[src/rtl/wtc_pkg.sv]
package wtc_pkg;

  typedef enum logic [1:0] {
    ACT_NONE = 2'd0,
    ACT_SET  = 2'd1,
    ACT_CLR  = 2'd2,
    ACT_TGL  = 2'd3
  } act_e;

  typedef enum logic [1:0] {
    PROF_UP     = 2'd0,
    PROF_UPDN   = 2'd1,
    PROF_UPRC   = 2'd2,
    PROF_UPDNRC = 2'd3
  } prof_e;

  typedef enum logic [1:0] {
    EDGE_OFF  = 2'd0,
    EDGE_RISE = 2'd1,
    EDGE_FALL = 2'd2,
    EDGE_ANY  = 2'd3
  } edge_e;

  // mode register image, MSB first
  typedef struct packed {
    act_e  b_sw;
    act_e  b_evt;
    act_e  b_rc;
    act_e  b_cmp;
    act_e  a_sw;
    act_e  a_evt;
    act_e  a_rc;
    act_e  a_cmp;
    logic  rsvd;
    logic  evt_trig;
    edge_e evt_edge;
    logic  rc_dis;
    logic  rc_stop;
    prof_e prof;
  } mode_t;

  localparam int MODE_W = $bits(mode_t);
  localparam int NOUT   = 2;
  localparam int FLAG_W = 8;

  localparam int A_CTRL  = 0;
  localparam int A_MODE  = 1;
  localparam int A_CMPA  = 2;
  localparam int A_CMPB  = 3;
  localparam int A_CMPC  = 4;
  localparam int A_CNT   = 5;
  localparam int A_STAT  = 6;
  localparam int A_MSET  = 7;
  localparam int A_MCLR  = 8;
  localparam int A_MASK  = 9;

  localparam int ST_OVF  = 0;
  localparam int ST_CMPA = 2;
  localparam int ST_CMPB = 3;
  localparam int ST_CMPC = 4;
  localparam int ST_EXT  = 7;
  localparam int ST_CLK  = 16;
  localparam int ST_LVA  = 17;
  localparam int ST_LVB  = 18;

  function automatic logic act_apply(input logic cur, input act_e a);
    logic r;
    unique case (a)
      ACT_SET: r = 1'b1;
      ACT_CLR: r = 1'b0;
      ACT_TGL: r = ~cur;
      default: r = cur;
    endcase
    return r;
  endfunction

endpackage

[src/rtl/wtc_regs.sv]
module wtc_regs
  import wtc_pkg::*;
#(
  parameter int DW = 32,
  parameter int AW = 4,
  parameter int CW = 16
) (
  input  logic              clk,
  input  logic              rst_n,
  input  logic              wr_en,
  input  logic              rd_en,
  input  logic [AW-1:0]     addr,
  input  logic [DW-1:0]     wdata,
  output logic [DW-1:0]     rdata,
  output mode_t             mode,
  output logic [CW-1:0]     cmp_a,
  output logic [CW-1:0]     cmp_b,
  output logic [CW-1:0]     cmp_c,
  output logic              cmd_en,
  output logic              cmd_dis,
  output logic              cmd_sw,
  input  logic              ev_ovf,
  input  logic              ev_cmpa,
  input  logic              ev_cmpb,
  input  logic              ev_cmpc,
  input  logic              ev_ext,
  input  logic [CW-1:0]     cnt,
  input  logic              clk_on,
  input  logic              lvl_a,
  input  logic              lvl_b,
  output logic [FLAG_W-1:0] flags,
  output logic [FLAG_W-1:0] mask,
  output logic              irq
);

  localparam logic [MODE_W-1:0] MODE_WMASK = ~(MODE_W'(1) << 7);

  mode_t             mode_q, mode_n;
  logic [CW-1:0]     a_q, a_n, b_q, b_n, c_q, c_n;
  logic [FLAG_W-1:0] flg_q, flg_n, msk_q, msk_n, ev_vec;
  logic              wr_ctrl, rd_stat;
  logic              unused_wdata;

  assign unused_wdata = ^wdata[DW-1:MODE_W];

  assign wr_ctrl = wr_en && (addr == AW'(A_CTRL));
  assign rd_stat = rd_en && (addr == AW'(A_STAT));
  assign cmd_en  = wr_ctrl && wdata[0];
  assign cmd_dis = wr_ctrl && wdata[1];
  assign cmd_sw  = wr_ctrl && wdata[2];

  always_comb begin
    ev_vec          = '0;
    ev_vec[ST_OVF]  = ev_ovf;
    ev_vec[ST_CMPA] = ev_cmpa;
    ev_vec[ST_CMPB] = ev_cmpb;
    ev_vec[ST_CMPC] = ev_cmpc;
    ev_vec[ST_EXT]  = ev_ext;
  end

  always_comb begin
    mode_n = mode_q;
    a_n    = a_q;
    b_n    = b_q;
    c_n    = c_q;
    msk_n  = msk_q;
    if (wr_en) begin
      if (addr == AW'(A_MODE)) mode_n = mode_t'(wdata[MODE_W-1:0] & MODE_WMASK);
      if (addr == AW'(A_CMPA)) a_n = wdata[CW-1:0];
      if (addr == AW'(A_CMPB)) b_n = wdata[CW-1:0];
      if (addr == AW'(A_CMPC)) c_n = wdata[CW-1:0];
      if (addr == AW'(A_MSET)) msk_n = msk_q | wdata[FLAG_W-1:0];
      if (addr == AW'(A_MCLR)) msk_n = msk_q & ~wdata[FLAG_W-1:0];
    end
    flg_n = (rd_stat ? '0 : flg_q) | ev_vec;
  end

  always_ff @(posedge clk or negedge rst_n) begin
    if (!rst_n) begin
      mode_q <= '0;
      a_q    <= '0;
      b_q    <= '0;
      c_q    <= '0;
      flg_q  <= '0;
      msk_q  <= '0;
    end else begin
      mode_q <= mode_n;
      a_q    <= a_n;
      b_q    <= b_n;
      c_q    <= c_n;
      flg_q  <= flg_n;
      msk_q  <= msk_n;
    end
  end

  always_comb begin
    rdata = '0;
    unique case (int'(addr))
      A_MODE: rdata[MODE_W-1:0] = mode_q;
      A_CMPA: rdata[CW-1:0]     = a_q;
      A_CMPB: rdata[CW-1:0]     = b_q;
      A_CMPC: rdata[CW-1:0]     = c_q;
      A_CNT:  rdata[CW-1:0]     = cnt;
      A_STAT: begin
        rdata[FLAG_W-1:0] = flg_q;
        rdata[ST_CLK]     = clk_on;
        rdata[ST_LVA]     = lvl_a;
        rdata[ST_LVB]     = lvl_b;
      end
      A_MASK: rdata[FLAG_W-1:0] = msk_q;
      default: rdata = '0;
    endcase
  end

  assign mode  = mode_q;
  assign cmp_a = a_q;
  assign cmp_b = b_q;
  assign cmp_c = c_q;
  assign flags = flg_q;
  assign mask  = msk_q;
  assign irq   = |(flg_q & msk_q);

endmodule

[src/rtl/wtc_core.sv]
module wtc_core
  import wtc_pkg::*;
#(
  parameter int CW = 16
) (
  input  logic          clk,
  input  logic          rst_n,
  input  logic          tick,
  input  logic          ext_in,
  input  prof_e         prof,
  input  logic          rc_stop,
  input  logic          rc_dis,
  input  edge_e         evt_edge,
  input  logic          evt_trig,
  input  logic [CW-1:0] cmp_a,
  input  logic [CW-1:0] cmp_b,
  input  logic [CW-1:0] cmp_c,
  input  logic          cmd_en,
  input  logic          cmd_dis,
  input  logic          cmd_sw,
  output logic [CW-1:0] cnt,
  output logic          clk_on,
  output logic          stopped,
  output logic          pending,
  output logic          halt,
  output logic          hit_a,
  output logic          hit_b,
  output logic          hit_c,
  output logic          ext_hit,
  output logic          ovf
);

  localparam logic [CW-1:0] CNT_MAX = '1;
  localparam logic [CW-1:0] CNT_ONE = CW'(1);

  logic [CW-1:0] cnt_q, cnt_n, turn_at;
  logic          down_q, down_n, on_q, on_n, stop_q, stop_n, pend_q, pend_n;
  logic          ext_q, ext_rise, ext_fall, trig, step, cmp_ok;

  assign ext_rise = ext_in & ~ext_q;
  assign ext_fall = ~ext_in & ext_q;

  always_comb begin
    unique case (evt_edge)
      EDGE_RISE: ext_hit = ext_rise;
      EDGE_FALL: ext_hit = ext_fall;
      EDGE_ANY:  ext_hit = ext_rise | ext_fall;
      default:   ext_hit = 1'b0;
    endcase
  end

  assign trig    = cmd_sw | (ext_hit & evt_trig);
  assign step    = tick & on_q & (~stop_q | pend_q);
  assign cmp_ok  = step & ~pend_q;
  assign hit_a   = cmp_ok && (cnt_q == cmp_a);
  assign hit_b   = cmp_ok && (cnt_q == cmp_b);
  assign hit_c   = cmp_ok && (cnt_q == cmp_c);
  assign halt    = hit_c & (rc_stop | rc_dis);
  assign turn_at = (prof == PROF_UPDNRC) ? cmp_c : CNT_MAX;

  always_comb begin
    cnt_n  = cnt_q;
    down_n = down_q;
    stop_n = stop_q;
    pend_n = pend_q | trig;
    ovf    = 1'b0;
    if (step) begin
      if (pend_q) begin
        cnt_n  = '0;
        down_n = 1'b0;
        stop_n = 1'b0;
        pend_n = trig;
      end else if (halt) begin
        stop_n = stop_q | rc_stop;
      end else begin
        unique case (prof)
          PROF_UP: begin
            cnt_n = cnt_q + CNT_ONE;
            ovf   = (cnt_q == CNT_MAX);
          end
          PROF_UPRC: begin
            if (cnt_q == cmp_c) begin
              cnt_n = '0;
            end else begin
              cnt_n = cnt_q + CNT_ONE;
              ovf   = (cnt_q == CNT_MAX);
            end
          end
          default: begin
            if (!down_q) begin
              if (cnt_q == turn_at) begin
                down_n = 1'b1;
                cnt_n  = cnt_q - CNT_ONE;
              end else begin
                cnt_n  = cnt_q + CNT_ONE;
              end
            end else if (cnt_q == '0) begin
              down_n = 1'b0;
              cnt_n  = CNT_ONE;
            end else begin
              cnt_n  = cnt_q - CNT_ONE;
            end
          end
        endcase
      end
    end
    if (cmd_en) stop_n = 1'b0;
    if (cmd_dis)             on_n = 1'b0;
    else if (cmd_en)         on_n = 1'b1;
    else if (halt && rc_dis) on_n = 1'b0;
    else                     on_n = on_q;
  end

  always_ff @(posedge clk or negedge rst_n) begin
    if (!rst_n) begin
      cnt_q  <= '0;
      down_q <= 1'b0;
      on_q   <= 1'b0;
      stop_q <= 1'b0;
      pend_q <= 1'b0;
      ext_q  <= 1'b0;
    end else begin
      cnt_q  <= cnt_n;
      down_q <= down_n;
      on_q   <= on_n;
      stop_q <= stop_n;
      pend_q <= pend_n;
      ext_q  <= ext_in;
    end
  end

  assign cnt     = cnt_q;
  assign clk_on  = on_q;
  assign stopped = stop_q;
  assign pending = pend_q;

endmodule

[src/rtl/wtc_wave.sv]
module wtc_wave
  import wtc_pkg::*;
(
  input  logic            clk,
  input  logic            rst_n,
  input  act_e            a_cmp,
  input  act_e            a_rc,
  input  act_e            a_evt,
  input  act_e            a_sw,
  input  act_e            b_cmp,
  input  act_e            b_rc,
  input  act_e            b_evt,
  input  act_e            b_sw,
  input  logic            hit_a,
  input  logic            hit_b,
  input  logic            hit_c,
  input  logic            ext_hit,
  input  logic            sw_hit,
  output logic [NOUT-1:0] lvl
);

  act_e            act_cmp [NOUT];
  act_e            act_rc  [NOUT];
  act_e            act_evt [NOUT];
  act_e            act_sw  [NOUT];
  logic [NOUT-1:0] hit_cmp;
  logic [NOUT-1:0] lvl_q, lvl_n;

  assign act_cmp[0] = a_cmp;
  assign act_cmp[1] = b_cmp;
  assign act_rc[0]  = a_rc;
  assign act_rc[1]  = b_rc;
  assign act_evt[0] = a_evt;
  assign act_evt[1] = b_evt;
  assign act_sw[0]  = a_sw;
  assign act_sw[1]  = b_sw;
  assign hit_cmp    = {hit_b, hit_a};

  for (genvar i = 0; i < NOUT; i++) begin : g_out
    act_e sel;
    always_comb begin
      sel = ACT_NONE;
      if (hit_cmp[i] && act_cmp[i] != ACT_NONE) sel = act_cmp[i];
      if (hit_c      && act_rc[i]  != ACT_NONE) sel = act_rc[i];
      if (ext_hit    && act_evt[i] != ACT_NONE) sel = act_evt[i];
      if (sw_hit     && act_sw[i]  != ACT_NONE) sel = act_sw[i];
      lvl_n[i] = act_apply(lvl_q[i], sel);
    end
  end

  always_ff @(posedge clk or negedge rst_n) begin
    if (!rst_n) lvl_q <= '0;
    else        lvl_q <= lvl_n;
  end

  assign lvl = lvl_q;

endmodule

[src/rtl/wave_timer_chan.sv]
module wave_timer_chan
  import wtc_pkg::*;
#(
  parameter int DW = 32,
  parameter int AW = 4,
  parameter int CW = 16
) (
  input  logic          clk,
  input  logic          rst_n,
  input  logic          wr_en,
  input  logic          rd_en,
  input  logic [AW-1:0] addr,
  input  logic [DW-1:0] wdata,
  output logic [DW-1:0] rdata,
  input  logic          tick,
  input  logic          ext_in,
  output logic          wave_a,
  output logic          wave_b,
  output logic          irq
);

  logic [1:0]        rst_pipe;
  logic              rst_sync_n;
  mode_t             mode;
  logic [CW-1:0]     cmp_a, cmp_b, cmp_c, cnt;
  logic              cmd_en, cmd_dis, cmd_sw;
  logic              clk_on, stopped, pending, halt;
  logic              hit_a, hit_b, hit_c, ext_hit, ovf;
  logic [FLAG_W-1:0] flags, mask;
  logic [NOUT-1:0]   lvl;
  logic              unused_rsvd;

  always_ff @(posedge clk or negedge rst_n) begin
    if (!rst_n) rst_pipe <= 2'b00;
    else        rst_pipe <= {rst_pipe[0], 1'b1};
  end
  assign rst_sync_n  = rst_pipe[1];
  assign unused_rsvd = mode.rsvd;

  wtc_regs #(.DW(DW), .AW(AW), .CW(CW)) u_regs (
    .clk(clk), .rst_n(rst_sync_n), .wr_en(wr_en), .rd_en(rd_en),
    .addr(addr), .wdata(wdata), .rdata(rdata), .mode(mode),
    .cmp_a(cmp_a), .cmp_b(cmp_b), .cmp_c(cmp_c),
    .cmd_en(cmd_en), .cmd_dis(cmd_dis), .cmd_sw(cmd_sw),
    .ev_ovf(ovf), .ev_cmpa(hit_a), .ev_cmpb(hit_b), .ev_cmpc(hit_c),
    .ev_ext(ext_hit), .cnt(cnt), .clk_on(clk_on),
    .lvl_a(lvl[0]), .lvl_b(lvl[1]), .flags(flags), .mask(mask), .irq(irq)
  );

  wtc_core #(.CW(CW)) u_core (
    .clk(clk), .rst_n(rst_sync_n), .tick(tick), .ext_in(ext_in),
    .prof(mode.prof), .rc_stop(mode.rc_stop), .rc_dis(mode.rc_dis),
    .evt_edge(mode.evt_edge), .evt_trig(mode.evt_trig),
    .cmp_a(cmp_a), .cmp_b(cmp_b), .cmp_c(cmp_c),
    .cmd_en(cmd_en), .cmd_dis(cmd_dis), .cmd_sw(cmd_sw),
    .cnt(cnt), .clk_on(clk_on), .stopped(stopped), .pending(pending),
    .halt(halt), .hit_a(hit_a), .hit_b(hit_b), .hit_c(hit_c),
    .ext_hit(ext_hit), .ovf(ovf)
  );

  wtc_wave u_wave (
    .clk(clk), .rst_n(rst_sync_n),
    .a_cmp(mode.a_cmp), .a_rc(mode.a_rc), .a_evt(mode.a_evt), .a_sw(mode.a_sw),
    .b_cmp(mode.b_cmp), .b_rc(mode.b_rc), .b_evt(mode.b_evt), .b_sw(mode.b_sw),
    .hit_a(hit_a), .hit_b(hit_b), .hit_c(hit_c), .ext_hit(ext_hit),
    .sw_hit(cmd_sw), .lvl(lvl)
  );

  assign wave_a = lvl[0];
  assign wave_b = lvl[1];

endmodule

[config.mk]
export PLATFORM = sky130hd
export DESIGN_NAME = wave_timer_chan
export DESIGN_NICKNAME = d
export VERILOG_FILES = /design/src/rtl/wtc_pkg.sv /design/src/rtl/wtc_regs.sv /design/src/rtl/wtc_core.sv /design/src/rtl/wtc_wave.sv /design/src/rtl/wave_timer_chan.sv
export SDC_FILE = /design/constraint.sdc
export NUM_CORES = 1
export LEC_CHECK = 0
export BUFFER_PORTS_ARGS = -buffer_cell sky130_fd_sc_hd__buf_4
export CAP_MARGIN = 30
export CORE_MARGIN = 4
export CORE_UTILIZATION = 50
export DETAILED_ROUTE_END_ITERATION = 16
export PLACE_DENSITY = 0.67
export SYNTH_ARGS = -nofsm -noshare
export SYNTH_HDL_FRONTEND = slang
export SYNTH_HIERARCHICAL = 1
export SYNTH_SLANG_ARGS = --single-unit
[constraint.sdc]
create_clock -name clk -period 6.4 [get_ports clk]
set_input_delay 0 -clock clk [delete_from_list [all_inputs] [get_ports clk]]
set_output_delay 0 -clock clk [all_outputs]
set_load 0.005 [all_outputs]
* Yosys cells after proc, flatten, opt, wreduce, memory -nomap -nowiden *
Cells that the tools add are included.

cells by class
  add/sub/neg operators = 2
  $mul = 0
  divide/modulo/power cells = 0
  order comparisons = 0
  eq/ne operators = 27
  shifts and indexed selects = 0
  muxes and demuxes = 46
  bitwise operators = 24
  reduce and logical (&&, ||, !) cells = 44

operator list
  cell                     number
  $mux W16                 7
  $eq A16 B16 Y1           4
  $pmux W8 S7              1
  $pmux W8 S5              1
  $pmux W16 S2             1
  $mux W8                  3
  $reduce_bool A2 Y1       10
  $mux W1                  19
  $logic_and A1 B1 Y1      17
  $add A16 B1 Y16 const B  1
  $and A8 B8 Y8            2
  $eq A16 B16 Y1 const B   1
  $eq A2 B2 Y1 const B     8
  $eq A4 B3 Y1 const B     4
  $logic_not A16 Y1        1
  $mux W2                  8
  $or A8 B8 Y8             2
  $sub A16 B1 Y16 const B  1
  $reduce_and A2 Y1        7
  $reduce_bool A3 Y1       4
  $pmux W1 S3              3
  $eq A4 B2 Y1 const B     2
  $eq A4 B4 Y1 const B     2
  $not A8 Y8               1
  other kinds (15)         33

storage, ports and cells
  register bits after elaboration = 112
  latch bits = 0
  memory bits (writable) = 0
  ROM bits = 0
  bits of input ports = 42
  logic and storage cells = 170
  memories kept = 0

* Logic depth before layout (Yosys ltp) *
  depth after elaboration = 12
  mapped depth = 11
  mapped depth without buffers = 10

* Cells and area by module *
Netlist, hierarchy kept.

modules (own cells, without submodules)
  module           times used  cells each  area each (µm²)
  wtc_regs         1           347         4461.8
  wtc_core         1           317         2600.0
  wtc_wave         1           31          220.2
  wave_timer_chan  1           3           53.8

* Least setup slack after synthesis *
OpenSTA, ideal clock, no wires.

  path type = register to register
  start = register u_regs.c_q[14], in the netlist u_regs/cmp_c[14]
  end = register u_core.cnt_q[15], in the netlist u_core/cnt[15]
  data arrival time = 2.242 ns
  required time = 6.268 ns
  path slack = 4.026 ns
  cell stages (with the launch flop) = 11
  path buffers = 2
  clock period less this slack = 2.374 ns
  cell sequence = dfrtp_1 > nor2b_2 > a2111oi_2 > nand3_2 > o41ai_4 > buf_6 > buf_8 > mux2i_1 > nor3_1 > a31oi_1 > o21ai_1

on the way
  longest elaborated chain between the ends = 7

RTL lines
  element                   RTL line         RTL
  start: declaration        wtc_regs.sv:39   logic [CW-1:0] a_q, a_n, b_q, b_n, c_q, c_n;
  start signal: assignment  wtc_regs.sv:90   c_q <= c_n;
  $mux W16                  wtc_core.sv:59   assign turn_at = (prof == PROF_UPDNRC) ? cmp_c : CNT_MAX;
  $eq A16 B16 Y1            wtc_core.sv:91   if (cnt_q == turn_at) begin
  $mux W16                  wtc_core.sv:91
  $mux W16                  wtc_core.sv:90   if (!down_q) begin
  $pmux W16 S2              wtc_core.sv:76   unique case (prof)
  $mux W16                  wtc_core.sv:73   end else if (halt) begin
  $mux W16                  wtc_core.sv:68   if (pend_q) begin
  end signal: assignment    wtc_core.sv:123  cnt_q <= cnt_n;
  end: declaration          wtc_core.sv:36   logic [CW-1:0] cnt_q, cnt_n, turn_at;

Parallel ways exist; a longest one is shown, timed or not. The select of a mux whose other input is x is not followed.
A chain may end at the register's enable or synchronous reset.

* Worst setup path in the final report *
  start = register u_core.cnt_q[10], in the netlist u_core/cnt[10]
  end = register u_core.cnt_q[10], in the netlist u_core/cnt[10]

RTL lines
  element                             RTL line               RTL
  $eq A16 B16 Y1                      wtc_core.sv:57         assign hit_c = cmp_ok && (cnt_q == cmp_c);
  $logic_and A1 B1 Y1                 wtc_core.sv:57
  via hit_c                           wave_timer_chan.sv:28  logic hit_a, hit_b, hit_c, ext_hit, ovf;
  $and A1 B1 Y1                       wtc_core.sv:58         assign halt = hit_c & (rc_stop | rc_dis);
  via halt                            wave_timer_chan.sv:27  logic clk_on, stopped, pending, halt;
  $ne A2 B2 Y1 (no source line)       --
  $reduce_and A2 Y1 (no source line)  --

The timed path passes the listed nets, and every way through them passes these cells. The select of a mux whose other input is x is not followed.

==> results.cfg <==
[grt]
grt.total_usage_pct = 26.3
grt_start_max_net_pins = 62
grt-ovfl-total = 0
vias_in_the_first_global_route = 6088
grt_pass1_wl_mm = 34.0
number_of_antenna_violations_at_the_first_check_in_global_routing = 0

[place]
io_buffers = 60
globalplace.congestion = 0.954
dp.final_hpwl_mm = 15.1

[die]
num_rows = 43
dieHeight_um = 129
num_io_pins = 77
die-width_um = 129
fp.dieArea_um2 = 16600
floorplan.core_area_um2 = 14100
initial_utilization_pct = 51.8

[timing]
fin_tns_setup_ns = 0
timing.final.crit_share_pct = 47.6
final_setup_violation_count = 0
max_slew_margin_pct = 35.9
final.setup_skew_ns = 0.00736
unrepaired_setup_endpoints_after_global_routing = no
final_hold_viol_count = 0
worstMarginPinSlew_ns = 0.960
layout_min_cycle_time_ns = 3.05
timing.fmax_ghz = 0.328
timing_max_transition_violations_final = 0

[worst_setup_path]
reg2regPathDepth = 8
crit-reg2reg-capture = u_core/cnt[10]
setup.worst_path.end_class = register
reg2reg_from = u_core/cnt[10]
start_kind = register
critical_path.top_delay_family = simple AND/OR/NAND/NOR gates
reg2reg_setup_slack_ns = 3.35
critPathSlowestCell = sky130_fd_sc_hd__dfrtp_1
biggest_fanout_along_the_worst_timing_path = 12
timing.critical_path.cells = and2b_1 -> a2111oi_4 -> and4_1 -> and4_1 -> and2b_1 -> or2_1 -> nand2_1 -> o311ai_2
crit_path_max_cell_delay_ns = 0.55
timing.critical_path.arrival_ns = 3.30
worst-path-buf-inv = 0
worstSetupPathType = register to register
required_ns = 6.65

[synthesis]
synth_area_um2 = 7310
yosys_warnings = 6
synthCells = 694
mean_instance_size_in_the_synthesized_netlist_um2 = 10.5

[detailed_routing]
vias = 6021
detail_route.wirelength_mm = 21.4
drtIter0Drc = 607
route.antenna.remaining_nets = 0
drc = 0
viasPerCell = 6.45
drt_pre_antenna_iters = 5
wl_per_cell_um = 22.9

[min_path]
holdPathStages = 3
hp-class = input port to register
hold_start = wr_en

[final_layout]
num-nets-final = 794
n_antenna_cell = 0
drive_above_1_share_pct = 25.4
flow.area_growth_from_synthesis_pct = 12.1

[clock_network]
clock_tree.root_cell = sky130_fd_sc_hd__clkbuf_16
clk_pin_slew_worst_paths_ns = 0.08
clock_network_latency_to_the_later_pin_of_the_worst_skew_pair_ns = 0.36
cts-htree-levels = 3
tritoncts = done
cts.sink_count = 109
tritoncts.num_buffers = 9
clk_path_buf_depth = 2

[power]
total_leakage_power_nw = 3.59
sequentialPowerShare_pct = 42.7
switching_share_pct = 41.5
power.switching_mw = 1.14
pwr-share-clk_pct = 20.2
cellPowerDensity_nw_per_um2 = 335
combinationalPowerShare_pct = 37.1
cellInternalPower_mw = 1.61
power.total_mw = 2.75
worst_ir_drop_vdd_uv = 215

[outcome]
status = completed

[job]
timing.max_cap.violations = 0
[cell type report]
cell class | count | area, um2
timing repair buffer | 92 | 781
inverter | 23 | 86.3
multi-input combinational | 513 | 4090
clock buffer | 10 | 229
sequential | 109 | 2730
fill | 1234 | 5900
clock inverter | 6 | 53.8
tap | 180 | 225
[what timing repair did]
action | in CTS | in global routing
endpoints found under the hold margin | 84 | 0
hold buffers | 28 | 0
resized for setup | 0 | 0
setup buffers | 0 | 0
[routing by layer]
metal / global-route usage, % / vias to the layer above / wire length [um]
met3: 5.19 / 41 / 1370
met2: 42.8 / 282 / 10300
met5: 0 / - / 0
met4: 10.3 / 0 / 675
li1: - / 2672 / -
met1: 34.6 / 3026 / 8970
[power groups by stage]
stage | Sequential, mW | Clock [mW] | Combinational, mW
detailed placement | 1.18 | 0 | 0.983
global route | 1.20 | 0.596 | 1.10
global placement | 1.17 | 0 | 0.961
finish | 1.17 | 0.556 | 1.02
CTS | 1.17 | 0.565 | 1.00
floorplan | 0.992 | 0 | 0.891
[registers in the layout (all words and copies together) (netlist names), named ones only]
signal          count
u_core/stopped      1
u_core/down_q       1
u_regs/flags        5
u_core/clk_on       1
u_core/ext_q        1
u_regs/cmp_b       16
u_core/pending      1
u_regs/cmp_a       16
u_wave/lvl          2
u_core/cnt         16
u_regs/cmp_c       16
rst_pipe            2
u_regs/mode        23
[worst max-delay path by stage]
stage | from | to | cells past startpoint
2_1_floorplan | rst_pipe[1] | u_core/clk_on | 0
3_3_place_gp | u_core/cnt[10] | u_core/cnt[10] | 8
3_5_place_dp | u_core/cnt[10] | u_core/cnt[10] | 8
4_1_cts | u_core/cnt[10] | u_core/cnt[10] | 8
5_1_grt | u_core/cnt[1] | u_core/cnt[10] | 9
6_report | u_core/cnt[10] | u_core/cnt[10] | 8
[through the flow]
step / setup slack (ns) / hold WS, ns / utilization (%) / cells / cell area, um2
after global placement: 3.42 / -0.218 / 53.9 / 888 / 7600
final: 3.35 / 0.0618 / 58.1 / 933 / 8190
after floorplan: 3.14 / -0.296 / - / 701 / 7330
after detailed placement: 3.37 / -0.215 / 54.1 / 889 / 7630
after global routing: 3.11 / 0.0573 / 58.1 / 933 / 8190
after CTS: 3.35 / 0.0410 / 58.1 / 933 / 8190
[cell usage in the layout, fill, tap and decap left out, types with 6 or more instances in the layout]
| cell type | n |
|---|---|
| sky130_fd_sc_hd__a21o_1 | 6 |
| sky130_fd_sc_hd__a21oi_1 | 25 |
| sky130_fd_sc_hd__a221o_1 | 6 |
| sky130_fd_sc_hd__a22oi_1 | 10 |
| sky130_fd_sc_hd__a31oi_1 | 15 |
| sky130_fd_sc_hd__a32oi_1 | 11 |
| sky130_fd_sc_hd__and2_1 | 9 |
| sky130_fd_sc_hd__and3_1 | 7 |
| sky130_fd_sc_hd__buf_4 | 63 |
| sky130_fd_sc_hd__clkbuf_16 | 9 |
| sky130_fd_sc_hd__conb_1 | 9 |
| sky130_fd_sc_hd__dfrtp_1 | 108 |
| sky130_fd_sc_hd__dlygate4sd3_1 | 28 |
| sky130_fd_sc_hd__inv_1 | 20 |
| sky130_fd_sc_hd__mux2_1 | 6 |
| sky130_fd_sc_hd__mux2_2 | 53 |
| sky130_fd_sc_hd__mux2_4 | 20 |
| sky130_fd_sc_hd__mux2i_1 | 13 |
| sky130_fd_sc_hd__nand2_1 | 40 |
| sky130_fd_sc_hd__nand2b_1 | 9 |
| sky130_fd_sc_hd__nand3_1 | 14 |
| sky130_fd_sc_hd__nand3b_1 | 9 |
| sky130_fd_sc_hd__nand4_1 | 9 |
| sky130_fd_sc_hd__nor2_1 | 26 |
| sky130_fd_sc_hd__nor2b_1 | 16 |
| sky130_fd_sc_hd__nor3_1 | 19 |
| sky130_fd_sc_hd__nor4_1 | 9 |
| sky130_fd_sc_hd__o21ai_0 | 16 |
| sky130_fd_sc_hd__o21ai_1 | 12 |
| sky130_fd_sc_hd__or3_1 | 7 |
| sky130_fd_sc_hd__xor2_1 | 32 |
[worst reg2reg max path, delay by kind of cell, from the launching register on]
| kind | cells | cell delay (ns) |
|---|---|---|
| and+or+nand+nor | 6 | 1.87 |
| DFF | 1 | 0.55 |
| AOI/OAI and AO/OA | 2 | 0.52 |
Note: power is estimated with default switching activity, not from simulation.
